`config.mk`:
```
export PLATFORM = sky130hd
export DESIGN_NAME = sru_shift_rot
export DESIGN_NICKNAME = d
export VERILOG_FILES = /design/src/rtl/sru_pkg.sv /design/src/rtl/sru_step.sv /design/src/rtl/sru_flags.sv /design/src/rtl/sru_shift_rot.sv
export SDC_FILE = /design/constraint.sdc
export NUM_CORES = 1
export LEC_CHECK = 0
export BUFFER_PORTS_ARGS = -buffer_cell sky130_fd_sc_hd__buf_2
export CORE_UTILIZATION = 53
export DETAILED_ROUTE_END_ITERATION = 8
export PLACE_DENSITY = 0.85
export SETUP_SLACK_MARGIN = 0.4
export SLEW_MARGIN = 10
export SYNTH_ARGS = -nofsm -noshare
export SYNTH_HDL_FRONTEND = slang
export SYNTH_HIERARCHICAL = 1
export SYNTH_SLANG_ARGS = --single-unit
```
`constraint.sdc`:
```
create_clock -name vclk -period 3.75
set_input_delay 0.375 -clock vclk [all_inputs]
set_output_delay 0.375 -clock vclk [all_outputs]
set_load 0.005 [all_outputs]
```
`src/rtl/sru_pkg.sv`:
```
package sru_pkg;

  localparam int SRU_DW    = 32;
  localparam int SRU_IDX_W = $clog2(SRU_DW);
  localparam int SRU_STEPS = 2;

  typedef enum logic [1:0] {
    SZ_BYTE = 2'd0,
    SZ_WORD = 2'd1,
    SZ_LONG = 2'd2,
    SZ_RSVD = 2'd3
  } sru_size_e;

  // bit 0 of the code is the direction: 0 left, 1 right
  typedef enum logic [2:0] {
    OP_LSL = 3'd0,
    OP_LSR = 3'd1,
    OP_ASL = 3'd2,
    OP_ASR = 3'd3,
    OP_ROL = 3'd4,
    OP_ROR = 3'd5,
    OP_RCL = 3'd6,
    OP_RCR = 3'd7
  } sru_op_e;

  // index of the sign bit for a given size
  function automatic logic [SRU_IDX_W-1:0] top_bit(sru_size_e s);
    case (s)
      SZ_BYTE: top_bit = SRU_IDX_W'(7);
      SZ_WORD: top_bit = SRU_IDX_W'(15);
      default: top_bit = SRU_IDX_W'(SRU_DW - 1);
    endcase
  endfunction

  // ones on every bit that belongs to the selected size
  function automatic logic [SRU_DW-1:0] size_mask(sru_size_e s);
    case (s)
      SZ_BYTE: size_mask = {{(SRU_DW-8){1'b0}}, 8'hFF};
      SZ_WORD: size_mask = {{(SRU_DW-16){1'b0}}, 16'hFFFF};
      default: size_mask = {SRU_DW{1'b1}};
    endcase
  endfunction

  function automatic logic [SRU_DW-1:0] one_hot_at(logic [SRU_IDX_W-1:0] i);
    one_hot_at = {{(SRU_DW-1){1'b0}}, 1'b1} << i;
  endfunction

endpackage

```
`src/rtl/sru_step.sv`:
```
module sru_step
  import sru_pkg::*;
(
  input  sru_size_e          size_i,
  input  sru_op_e            op_i,
  input  logic [SRU_DW-1:0]  val_i,
  input  logic               c_i,
  output logic [SRU_DW-1:0]  val_o,
  output logic               c_o,
  output logic               v_o
);

  logic [SRU_IDX_W-1:0] msb_idx;
  logic [SRU_DW-1:0]    wmask;
  logic                 sign_bit;
  logic                 below_sign;
  logic                 fill_bit;

  always_comb begin
    msb_idx    = top_bit(size_i);
    wmask      = size_mask(size_i);
    sign_bit   = val_i[msb_idx];
    below_sign = val_i[msb_idx - 1'b1];
    fill_bit   = 1'b0;
    val_o      = '0;
    c_o        = 1'b0;
    v_o        = 1'b0;
    if (!op_i[0]) begin
      // leftward: the bit leaving is the sign bit
      case (op_i)
        OP_ROL:  fill_bit = sign_bit;
        OP_RCL:  fill_bit = c_i;
        default: fill_bit = 1'b0;
      endcase
      val_o = ((val_i << 1) & wmask) | {{(SRU_DW-1){1'b0}}, fill_bit};
      c_o   = sign_bit;
      v_o   = (op_i == OP_ASL) && (sign_bit != below_sign);
    end else begin
      // rightward: the bit leaving is bit 0
      case (op_i)
        OP_ASR:  fill_bit = sign_bit;
        OP_ROR:  fill_bit = val_i[0];
        OP_RCR:  fill_bit = c_i;
        default: fill_bit = 1'b0;
      endcase
      val_o = (val_i >> 1) | (fill_bit ? one_hot_at(msb_idx) : '0);
      c_o   = val_i[0];
      v_o   = 1'b0;
    end
  end

endmodule

```
`src/rtl/sru_flags.sv`:
```
module sru_flags
  import sru_pkg::*;
(
  input  sru_size_e          size_i,
  input  logic [SRU_DW-1:0]  res_i,
  output logic               n_o,
  output logic               z_o
);

  always_comb begin
    n_o = res_i[top_bit(size_i)];
    z_o = ((res_i & size_mask(size_i)) == '0);
  end

endmodule

```
`src/rtl/sru_shift_rot.sv`:
```
module sru_shift_rot
  import sru_pkg::*;
(
  input  logic [31:0] operand_i,
  input  logic [1:0]  size_i,
  input  logic [2:0]  op_i,
  input  logic        dist_two_i,
  input  logic        carry_i,
  output logic [31:0] result_o,
  output logic        flag_n_o,
  output logic        flag_z_o,
  output logic        flag_v_o,
  output logic        flag_c_o
);

  localparam int SEL_W = $clog2(SRU_STEPS + 1);

  sru_size_e         size_e;
  sru_op_e           op_e;
  logic [SRU_DW-1:0] stage_val [0:SRU_STEPS];
  logic              stage_c   [0:SRU_STEPS];
  logic              stage_v   [0:SRU_STEPS-1];
  logic [SEL_W-1:0]  dist_sel;
  logic [SRU_DW-1:0] masked_in;
  logic              v_any;

  assign size_e    = sru_size_e'(size_i);
  assign op_e      = sru_op_e'(op_i);
  assign masked_in = operand_i & size_mask(size_e);
  assign dist_sel  = dist_two_i ? SEL_W'(2) : SEL_W'(1);

  assign stage_val[0] = masked_in;
  assign stage_c[0]   = carry_i;

  generate
    for (genvar g = 0; g < SRU_STEPS; g++) begin : g_step
      sru_step u_step (
        .size_i (size_e),
        .op_i   (op_e),
        .val_i  (stage_val[g]),
        .c_i    (stage_c[g]),
        .val_o  (stage_val[g+1]),
        .c_o    (stage_c[g+1]),
        .v_o    (stage_v[g])
      );
    end
  endgenerate

  always_comb begin
    v_any = 1'b0;
    for (int k = 0; k < SRU_STEPS; k++) begin
      if (k < int'(dist_sel)) v_any = v_any | stage_v[k];
    end
  end

  assign result_o = stage_val[dist_sel];
  assign flag_c_o = stage_c[dist_sel];
  assign flag_v_o = v_any;

  sru_flags u_flags (
    .size_i (size_e),
    .res_i  (result_o),
    .n_o    (flag_n_o),
    .z_o    (flag_z_o)
  );

  always_comb begin
    AST_HIGH_BITS_CLEAR: assert ((result_o & ~size_mask(size_e)) == '0);
    AST_V_ONLY_ASL: assert ((op_e == OP_ASL) || !flag_v_o);
    AST_ASR_KEEPS_SIGN: assert ((op_e != OP_ASR) ||
      (result_o[top_bit(size_e)] == masked_in[top_bit(size_e)]));
    AST_ROT_KEEPS_ONES: assert (!(op_e inside {OP_ROL, OP_ROR}) ||
      ($countones(result_o) == $countones(masked_in)));
    AST_RC_KEEPS_ONES: assert (!(op_e inside {OP_RCL, OP_RCR}) ||
      (($countones(result_o) + int'(flag_c_o)) ==
       ($countones(masked_in) + int'(carry_i))));
    AST_Z_EXCLUDES_N: assert (!(flag_z_o && flag_n_o));
  end

endmodule

```
Yosys cells after proc, flatten, opt, wreduce, memory -nomap -nowiden:

Index checks and enable logic that the tools add are counted.
W data, S select, Z words.

* bitwise operators: 10
* add/sub/neg operators: 1
* reduce and logical (&&, ||, !) cells: 4
* order comparisons: 5
* equal/unequal tests: 9
* shift-type cells: 1
* muxes and demuxes: 37

Operators by type and width (number)
* $mux W32: 6
* $and A32 B32 Y32: 4
* $bmux W32 S2: 1
* $or A31 B32 Y32: 2
* $or A32 B1 Y32: 2
* $pmux W32 S2: 1
* $logic_not A32 Y1: 1
* $shl A1 B5 Y32 const A: 1
* $bmux W1 S5: 5
* $mux W1: 17
* $eq A3 B3 Y1 const B: 4
* $lt A5 B6 Y1 const B: 2
* $pmux W5 S2: 1
* $eq A3 B2 Y1 const B: 2
* $pmux W1 S3: 2
* $sub A5 B1 Y5 const B: 1
* $lt A1 B2 Y1 const A: 2
* $pmux W1 S2: 2
* $ge A3 B3 Y1 const B: 1
* $not A2 Y3: 1
* $bmux W1 S2: 1
* $eq A2 B1 Y1 const B: 1
* $logic_and A1 B1 Y1: 2
* $logic_not A2 Y1: 1
* other kinds (3): 4

* input port bits: 39
* output and inout port bits: 36
* flip-flop bits (word level): 0
* word-level logic and storage cells: 67

Longest topological paths before layout:

Gate-level depths: netlist of run 1.

* depth after elaboration: 22
* gate-level depth with buffers: 12
* gate-level depth less buffers: 11

Cells and area by module:

Netlist of run 1, hierarchy kept.

By module, submodules not included
* sru_step: area an instance 576.8 µm², sequential area each 0.0 µm², cells an instance 91, instances 2
* sru_shift_rot: area an instance 732.0 µm², sequential area each 0.0 µm², cells an instance 65, instances 1
* sru_flags: area an instance 113.9 µm², sequential area each 0.0 µm², cells an instance 16, instances 1

Worst setup path before layout of run 1:

Ideal clock, no wire load.

* path type: input-to-output
* start point: input size_i[0]
* end point: output flag_z_o
* setup slack: 0.633 ns
* required time: 3.375 ns
* path buffers: 1
* cell stages on the path: 12
* arrival: 2.742 ns
* cell sequence: clkbuf_1 o21a_1 mux2_2 a221oi_1 o21ai_0 mux2_2 nand3_1 a21oi_1 mux2_4 nor4_1 a21boi_1 o32ai_1

RTL lines
* start: declaration: line sru_shift_rot.sv:5 `input logic [1:0] size_i,`
* end: declaration: line sru_shift_rot.sv:11 `output logic flag_z_o,`

==> results of run 1 <==
## per-layer routing
| layer | global-route usage, % | routed length [microns] | vias to the layer above |
|---|---|---|---|
| li1 | - | - | 1111 |
| met1 | 39.12 | 2680 | 1084 |
| met2 | 41.22 | 2865 | 108 |
| met3 | 0.9058 | 442 | 8 |
| met4 | 2.557 | 72 | 0 |
| met5 | 0 | 0 | - |
## power breakdown
part	switching, uW	internal (uW)	total [uW]
Clock	0	0	0
Combinational	179	180	359
Sequential	0	0	0
## area by class of cell
class                           count  area (sq um)  share of cell area [%]
Multi-Input combinational cell    236          1886                   75.92
Timing Repair Buffer               90         525.5                   21.16
Inverter                            4         15.01                  0.6045
Tap cell                           46         57.56                   2.317
## path summary, 6_finish.rpt
path                     start     endpoint  slack (ns)  cells after the start
setup / recovery     size_i[1]     flag_z_o        0.34                     13
hold / removal    operand_i[3]  result_o[4]        1.25                      4
## synthesized netlist by cell type
library cell  number  share of area [%]
a211o_1            2               0.88
nor4_2             2                1.3
clkbuf_2           1               0.25
a22o_1            26                 11
o2111a_1           2                1.1
a221oi_1           2               0.88
clkbuf_1           6                1.1
nand2_1           48                9.0
a21o_1             1               0.38
a31oi_1            4                1.3
a311oi_1           2               0.88
or2_1              2               0.63
nor2_1             4               0.75
nand4_1            2               0.63
mux2_2            20                 11
buf_2              8                2.0
a21boi_1           1               0.38
o211ai_1           2               0.75
buf_6              3                1.7
nand3_1            2               0.50
xnor2_1            6                2.6
o21ai_0           27                6.8
buf_1              2               0.38
nand2b_1           2               0.63
mux2_4            29                 22
nor2b_1            6                1.9
nor4_1             6                1.9
o32ai_1            1               0.44
inv_1              4               0.75
and2_1            16                5.0
mux2i_1            5                2.5
a21oi_1            6                1.5
and3b_1            2               0.88
buf_12             3                3.0
o21a_1             8                3.0
## kinds of logic after synthesis
logic type | share of synthesized area, %
xor+xnor | 2.628
simple gates | 23.03
buf+inv | 9.199
mux | 35.54
compound gates | 29.60
## stage by stage
step	worst slack, ns	hold WS (ns)	area [sq um]	total power, uW	instances
final	0.3419	1.250	2484	358.7	376
after global routing	0.2566	1.275	2484	384.6	376
after CTS	0.4447	1.250	2386	334.2	370
after detailed placement	0.07955	1.250	2336	324.7	369
after global placement	0.2356	1.245	2336	319.6	369
after floorplan	0.6331	0.8286	1999	232.9	263
## worst max-delay path, stage by stage
cell and delay, ns:
buf_6 0.13, o21a_4 0.21, mux2_4 0.28, o211ai_1 0.26, a31oi_2 0.16, and3b_1 0.22
a221oi_2 0.19, o21ai_1 0.11, mux2_4 0.29, nor4_4 0.31, nand2_1 0.11, o32ai_2 0.23
buf_2 0.15
## repair_timing
action | CTS | global route
gates cloned | 0 | 0
setup endpoints to repair | 1 | 2
hold buffers | 0 | 0
buffers inserted | 1 | 6
resized for setup | 9 | 15
pin swaps | 2 | 9
hold endpoints to repair | 0 | 0
==> impl_metrics.py, run 1 <==
metrics = {
    "grt": {
        "grt_max_degree": 36,
        "antenna_found_initial": 0,
        "grt_pass1_wl_microns": 8625,
        "grt_pass1_vias": 1853,
        "grt_overflow": 0,
        "grt_usage_pct": 25.87,
    },
    "yosys": {
        "syn_area_per_cell_sq_um": 7.602,
        "yosysUniqueCellTypes": 35,
        "synthCells": 263,
        "syn_area_sq_um": 1999,
        "syn_nets": 302,
        "synth-seq-area-share_pct": 0,
        "synth_warnings": 6,
    },
    "worst_hold_path": {
        "hold_path_class": "in2out",
    },
    "critical_path": {
        "worstPathArrival_ns": 3.03,
        "cp.required_ns": 3.38,
        "crit_path_start_kind": "primary input",
        "crit_fanout": 14,
        "crit_path_end_kind": "output pin",
        "path_class": "in2out",
    },
    "final_layout": {
        "seq_area_sq_um": 0,
        "mostFrequentLayoutCell": "buf_2",
        "syn_to_final_growth_pct": 24.22,
        "nFillCells": 289,
        "nClkBuffers": 0,
        "post-route-util_pct": 71.61,
        "drive_gt1_share_pct": 45.45,
        "mostFrequentLayoutCells": "buf_2, nand2_1, mux2_4",
        "nNetsFinal": 371,
        "diodes": 0,
        "flops_and_latches": 0,
    },
    "floorplanning": {
        "dieArea_sq_um": 4022,
        "io_pins": 75,
        "initial_core_util_pct": 57.65,
        "fp-row-count": 21,
        "die_x_microns": 63.42,
        "core_region_area_sq_um": 3468,
        "die_h_microns": 63.42,
    },
    "drt": {
        "wl_per_cell_microns": 16.12,
        "vias": 2311,
        "drc_errors": 0,
        "first_pass_iters": 5,
        "antenna_left": 0,
        "drt_iter0_drc": 168,
        "wl_microns": 6061,
        "via_per_inst": 6.146,
    },
    "power_and_ir_drop": {
        "power-per-cell-area_nw_per_um2": 144.4,
        "peakVddDrop_mv": 0.07518,
        "p_leak_uw": 0.001187,
    },
    "timing": {
        "drv_slew": 0,
        "timing.final.crit_share_pct": 90.88,
        "clock.fmax_mhz": 293.4,
        "finalCriticalPeriod_ns": 3.408,
        "hold_viol": 0,
        "setup_violations": 0,
        "tns_ns": 0,
        "rsz0062_at_grt": "no",
        "worstMarginPinSlew_ns": 0.7896,
        "max_slew_margin_pct": 47.25,
    },
    "run_status": {
        "status": "finished clean",
    },
    "place": {
        "gp_congestion": 0.9848,
        "port_buffers": 75,
        "hpwl_microns": 4220,
    },
    "run": {
        "maxCapViolCount": 0,
    },
}
Power figures use the tool's default switching activity.
==> inputs of run 2 (changes only) <==
clock period = 3.2 ns   (was 3.75 ns; I/O delays follow)
==> run 2 against run 1 <==
Compared with the run above: non-clock buffer count is 12 higher; combinational power grew 25%; global-route usage is 2.6 points higher; first-iteration DRC count is 7.7% lower; wire length increased by 0.38%; setup slack lost 0.23 ns; flip-flop and latch count is the same; via count is 1.3% higher; utilization up 4.6 points; sequential share of layout area is the same; power up 25%; critical path depth down 1.
==> impl_metrics.py, run 2 (synthesized netlist as in run 1, its figures left out) <==
metrics = {
    "timing": {
        "hold_viol": 0,
        "setup_violations": 0,
        "timing.final.crit_share_pct": 96.41,
        "worstMarginPinSlew_ns": 0.8614,
        "rsz0062_at_grt": "yes",
        "drv_slew": 0,
        "max_slew_margin_pct": 42.46,
        "finalCriticalPeriod_ns": 3.085,
        "clock.fmax_mhz": 324.1,
        "setup_slack_ns": 0.1148,
        "tns_ns": 0,
    },
    "critical_path": {
        "cp_top_family": "compound AO/OA/AOI/OAI gates",
        "cp.required_ns": 2.88,
        "worstPathArrival_ns": 2.77,
        "endpoint": "flag_z_o",
        "path_buf_inv": 2,
        "cp.depth": 12,
        "cpMaxStageDelayCell": "mux2_2",
        "crit_path_end_kind": "output pin",
        "cpPeakStageDelay_ns": 0.32,
        "path_cells": "clkbuf_4 > nor2b_1 > a311oi_1 > a21oi_1 > mux2_2 > a221oi_2 > o21ai_1 > mux2_4 > nor4_4 > nand2_1 > o32ai_2 > buf_2",
        "crit_path_start_kind": "primary input",
        "crit_fanout": 14,
        "crit_start": "op_i[1]",
        "path_class": "in2out",
    },
    "power_and_ir_drop": {
        "peakVddDrop_mv": 0.1059,
        "power.share.clock_pct": 0,
        "comb_power_share_pct": 100.0,
        "p_int_uw": 233.4,
        "p_leak_uw": 0.001267,
        "seqPwrFrac_pct": 0,
        "p_sw_share_pct": 48.14,
        "p_switching_uw": 216.7,
        "power-per-cell-area_nw_per_um2": 170.3,
    },
    "drt": {
        "antenna_left": 0,
        "first_pass_iters": 5,
        "wl_microns": 6084,
        "via_per_inst": 6.031,
        "drt_iter0_drc": 155,
        "wl_per_cell_microns": 15.68,
        "drc_errors": 0,
        "vias": 2340,
    },
    "final_layout": {
        "mostFrequentLayoutCell": "buf_2",
        "syn_to_final_growth_pct": 32.23,
        "nNetsFinal": 383,
        "drive_gt1_share_pct": 47.66,
        "mostFrequentLayoutCells": "buf_2, nand2_1, mux2_4",
        "seq_area_sq_um": 0,
        "flops_and_latches": 0,
        "diodes": 0,
        "nFillCells": 268,
        "nClkBuffers": 0,
    },
    "place": {
        "hpwl_microns": 4440,
        "gp_congestion": 0.8887,
        "place_ws_ns": 0.03587,
        "port_buffers": 75,
    },
    "worst_hold_path": {
        "hold_depth": 4,
        "hold_path_class": "in2out",
    },
    "grt": {
        "grt_pass1_wl_microns": 9549,
        "grt_overflow": 0,
        "grt_pass1_vias": 2042,
        "grt_usage_pct": 28.46,
        "antenna_found_initial": 0,
        "grt_max_degree": 32,
    },
    "run": {
        "maxCapViolCount": 0,
    },
    "clock_network": {
        "ctsHoldBuffers": 0,
    },
    "floorplanning": {
        "dieArea_sq_um": 4022,
        "die_h_microns": 63.42,
        "core_region_area_sq_um": 3468,
        "io_pins": 75,
        "die_x_microns": 63.42,
        "initial_core_util_pct": 57.65,
        "fp-row-count": 21,
    },
    "run_status": {
        "status": "finished clean",
    },
}
run 2: worst min path at each step:
stage,start,endpoint
2_1_floorplan,size_i[1],flag_z_o
3_3_place_gp,operand_i[3],result_o[4]
3_5_place_dp,operand_i[5],result_o[4]
4_1_cts,operand_i[5],result_o[4]
5_1_grt,operand_i[3],result_o[4]
6_report,operand_i[5],result_o[4]
run 2: area by class of cell:
cell class	instances	area [sq um]	share of cell area, %
multi-input cells	236	1893	71.60
inverters	4	15.01	0.5679
repair buffers	102	678.2	25.65
well taps	46	57.56	2.177
run 2: repair_timing:
item | CTS | global route
buffers inserted | 11 | 4
gates cloned | 1 | 0
resized for setup | 14 | 5
endpoints found under the setup margin | 3 | 3
pin swaps | 9 | 1
run 2: power groups by stage:
stage	registers [uW]	clock network [uW]	logic, uW
CTS	0	0	425
detailed placement	0	0	401
floorplan	0	0	284
global route	0	0	483
finish	0	0	450
global placement	0	0	394
run 2: per-layer routing:
| layer | track usage (%) | vias up | part of all wire, % |
|---|---|---|---|
| met4 | 3.693 | 0 | 1.4 |
| met1 | 40.63 | 1088 | 45 |
| li1 | - | 1137 | - |
| met2 | 47.87 | 103 | 47 |
| met3 | 1.087 | 12 | 6.8 |
| met5 | 0 | - | 0 |
run 2: through the flow:
step,total power [uW],hold WS [ns],instances,area [sq um],utilization (%)
finish,450.1,1.144,388,2644,76.23
global route,482.9,1.160,388,2644,76.23
CTS,425.2,1.141,384,2589,74.64
detailed placement,401.1,1.136,372,2442,70.42
global placement,394.3,1.138,372,2442,70.42
floorplan,283.7,0.7063,263,2056,-
==> inputs of run 3 (changes only) <==
ABC_AREA = 1   (was default)
CAP_MARGIN = 20   (was default)
CORE_UTILIZATION = 55   (was 53)
PLACE_DENSITY = 0.88   (was 0.85)
clock period = 3.8 ns   (was 3.2 ns; I/O delays follow)
==> run 3 against run 2 <==
Compared with the run above: hold slack better by 0.11 ns; sequential share of layout area unchanged; global-route usage up 1.5 points; wire length down 5.3%; setup slack better by 0.58 ns; final area down 13%; combinational power down 35%; flip-flop and latch count unchanged; cell count up 37%; critical path type unchanged.
==> impl_metrics.py, run 3 <==
metrics = {
    "timing": {
        "max_slew_margin_pct": 57.55,
        "setup_violations": 0,
        "drv_slew": 0,
        "rsz0062_at_grt": "no",
        "hold_viol": 0,
        "tns_ns": 0,
        "finalCriticalPeriod_ns": 3.107,
        "clock.fmax_mhz": 321.9,
        "worstMarginPinSlew_ns": 0.6367,
        "timing.final.crit_share_pct": 81.76,
    },
    "yosys": {
        "synth-seq-area-share_pct": 0,
        "yosys.area.top_type": "nand2_1",
        "syn_area_sq_um": 1983,
        "yosysTopAreaCellShare_pct": 33.31,
        "synthTopCellsByArea": "nand2_1, inv_1, o22ai_1, nor2_1, o21ai_0",
        "synthAdderAreaFrac_pct": 0,
        "synth_warnings": 6,
        "synth_xor_area_share_pct": 0,
        "yosysMostFrequentCell": "nand2_1",
        "synth_top_family_by_area": "simple AND/OR/NAND/NOR gates",
        "synthMuxAreaShare_pct": 0,
        "synth_common_cells": "nand2_1, inv_1, nor2_1, o22ai_1, o21ai_0",
        "yosysUniqueCellTypes": 25,
        "synth_compound_area_share_pct": 22.84,
        "syn_nets": 469,
        "syn_area_per_cell_sq_um": 4.612,
        "synthCells": 430,
        "synth-simple-area-share_pct": 53.56,
    },
    "drt": {
        "antenna_left": 0,
        "drc_errors": 0,
        "drt_iter0_drc": 252,
        "via_per_inst": 5.283,
        "vias": 2816,
        "wl_per_cell_microns": 10.81,
        "wl_microns": 5763,
        "first_pass_iters": 5,
    },
    "run_status": {
        "status": "finished clean",
    },
    "grt": {
        "grt_usage_pct": 29.94,
        "grt_max_degree": 41,
        "grt_pass1_vias": 2184,
        "grt_pass1_wl_microns": 9080,
        "grt_overflow": 0,
        "antenna_found_initial": 0,
    },
    "floorplanning": {
        "core_region_area_sq_um": 3390,
        "initial_core_util_pct": 58.51,
        "dieArea_sq_um": 3850,
        "fp-row-count": 21,
        "io_pins": 75,
        "die_x_microns": 62.05,
        "die_h_microns": 62.05,
    },
    "place": {
        "port_buffers": 75,
        "hpwl_microns": 4653,
        "gp_congestion": 0.8977,
        "placedCellCount": 533,
    },
    "final_layout": {
        "finalNonFillerCells": 533,
        "nClkBuffers": 0,
        "diodes": 0,
        "mostFrequentLayoutCells": "nand2_1, inv_1, buf_2",
        "seq_area_sq_um": 0,
        "syn_to_final_growth_pct": 15.84,
        "nNetsFinal": 528,
        "mostFrequentLayoutCell": "nand2_1",
        "flops_and_latches": 0,
        "drive_gt1_share_pct": 22.38,
    },
    "critical_path": {
        "cpMaxStageDelayCell": "clkbuf_4",
        "path_class": "in2out",
        "crit_path_end_kind": "output pin",
        "cpPeakStageDelay_ns": 0.28,
        "crit_path_start_kind": "primary input",
        "cp.required_ns": 3.42,
        "path_cells": "clkbuf_4 > nor2_4 > nor2_1 > nand3_1 > nand3_4 > nand2_2 > nand2_2 > nand2_1 > a21oi_2 > nand3_1 > nand3_4 > nand2_2 > nand2_2 > nand2_1 > a21oi_2 > nand2_1 > nand2_1 > nor2_1 > nand3_1 > nor2_1 > nand2_1 > nor2_1 > buf_2",
        "worstPathArrival_ns": 2.73,
        "path_common_cell": "nand2_1",
        "crit_fanout": 17,
    },
    "run": {
        "maxCapViolCount": 0,
    },
    "clock_network": {
        "cts_setup_buffers": 0,
        "ctsHoldBuffers": 0,
    },
    "power_and_ir_drop": {
        "p_leak_uw": 0.001425,
        "peakVddDrop_mv": 0.07437,
        "power-per-cell-area_nw_per_um2": 127.3,
    },
    "worst_hold_path": {
        "hold_path_class": "in2out",
    },
}
run 3: stage by stage:
step | total power [uW] | hold slack [ns] | utilization [%] | worst slack (ns) | instance area (sq um)
3_3_place_gp | 280.2 | 1.239 | 67.63 | 0.6769 | 2292
5_1_grt | 331.5 | 1.308 | 67.77 | 0.4030 | 2297
2_1_floorplan | 203.1 | 0.9358 | - | 1.178 | 1983
4_1_cts | 287.4 | 1.245 | 67.63 | 0.5925 | 2292
6_report | 292.3 | 1.252 | 67.77 | 0.6930 | 2297
3_5_place_dp | 286.9 | 1.244 | 67.63 | 0.5983 | 2292
run 3: repair_timing:
action,CTS,global route
hold endpoints to repair,0,0
endpoints found under the setup margin,0,2
gates resized for setup,0,2
run 3: path summary, 6_finish.rpt:
kind          from          end  slack, ns  cells past startpoint
min   operand_i[5]  result_o[4]       1.25                      6
max      size_i[1]     flag_z_o       0.69                     23
run 3: logic make-up (layout without fill, tap and decap cells):
family          after synthesis  count (layout)
buf+inv                     101             158
simple gates                252             252
compound gates               77              77
run 3: final cells by class:
| class | count | area, sq um |
|---|---|---|
| fillers | 342 | 1092 |
| inverters | 79 | 314.1 |
| multi-input cells | 329 | 1515 |
| well taps | 46 | 57.56 |
| repair buffers | 79 | 410.4 |
run 3: critical path: cells and delay by family:
family	cells	cell delay, ns
and+or+nand+nor	19	1.64
buffers and inverters	2	0.39
AOI/OAI and AO/OA	2	0.31
run 3: layer usage:
metal | routed length, microns | vias to the layer above | global-route usage, %
met4 | 20 | 0 | 3.492
li1 | - | 1436 | -
met1 | 2595 | 1215 | 44.83
met2 | 2569 | 163 | 48.33
met5 | 0 | - | 0
met3 | 577 | 2 | 1.449
run 3: report_power, final:
group | internal [uW] | switching, uW | total (uW)
Clock | 0 | 0 | 0
Combinational | 108 | 184 | 292
Sequential | 0 | 0 | 0
Total | 108 | 184 | 292
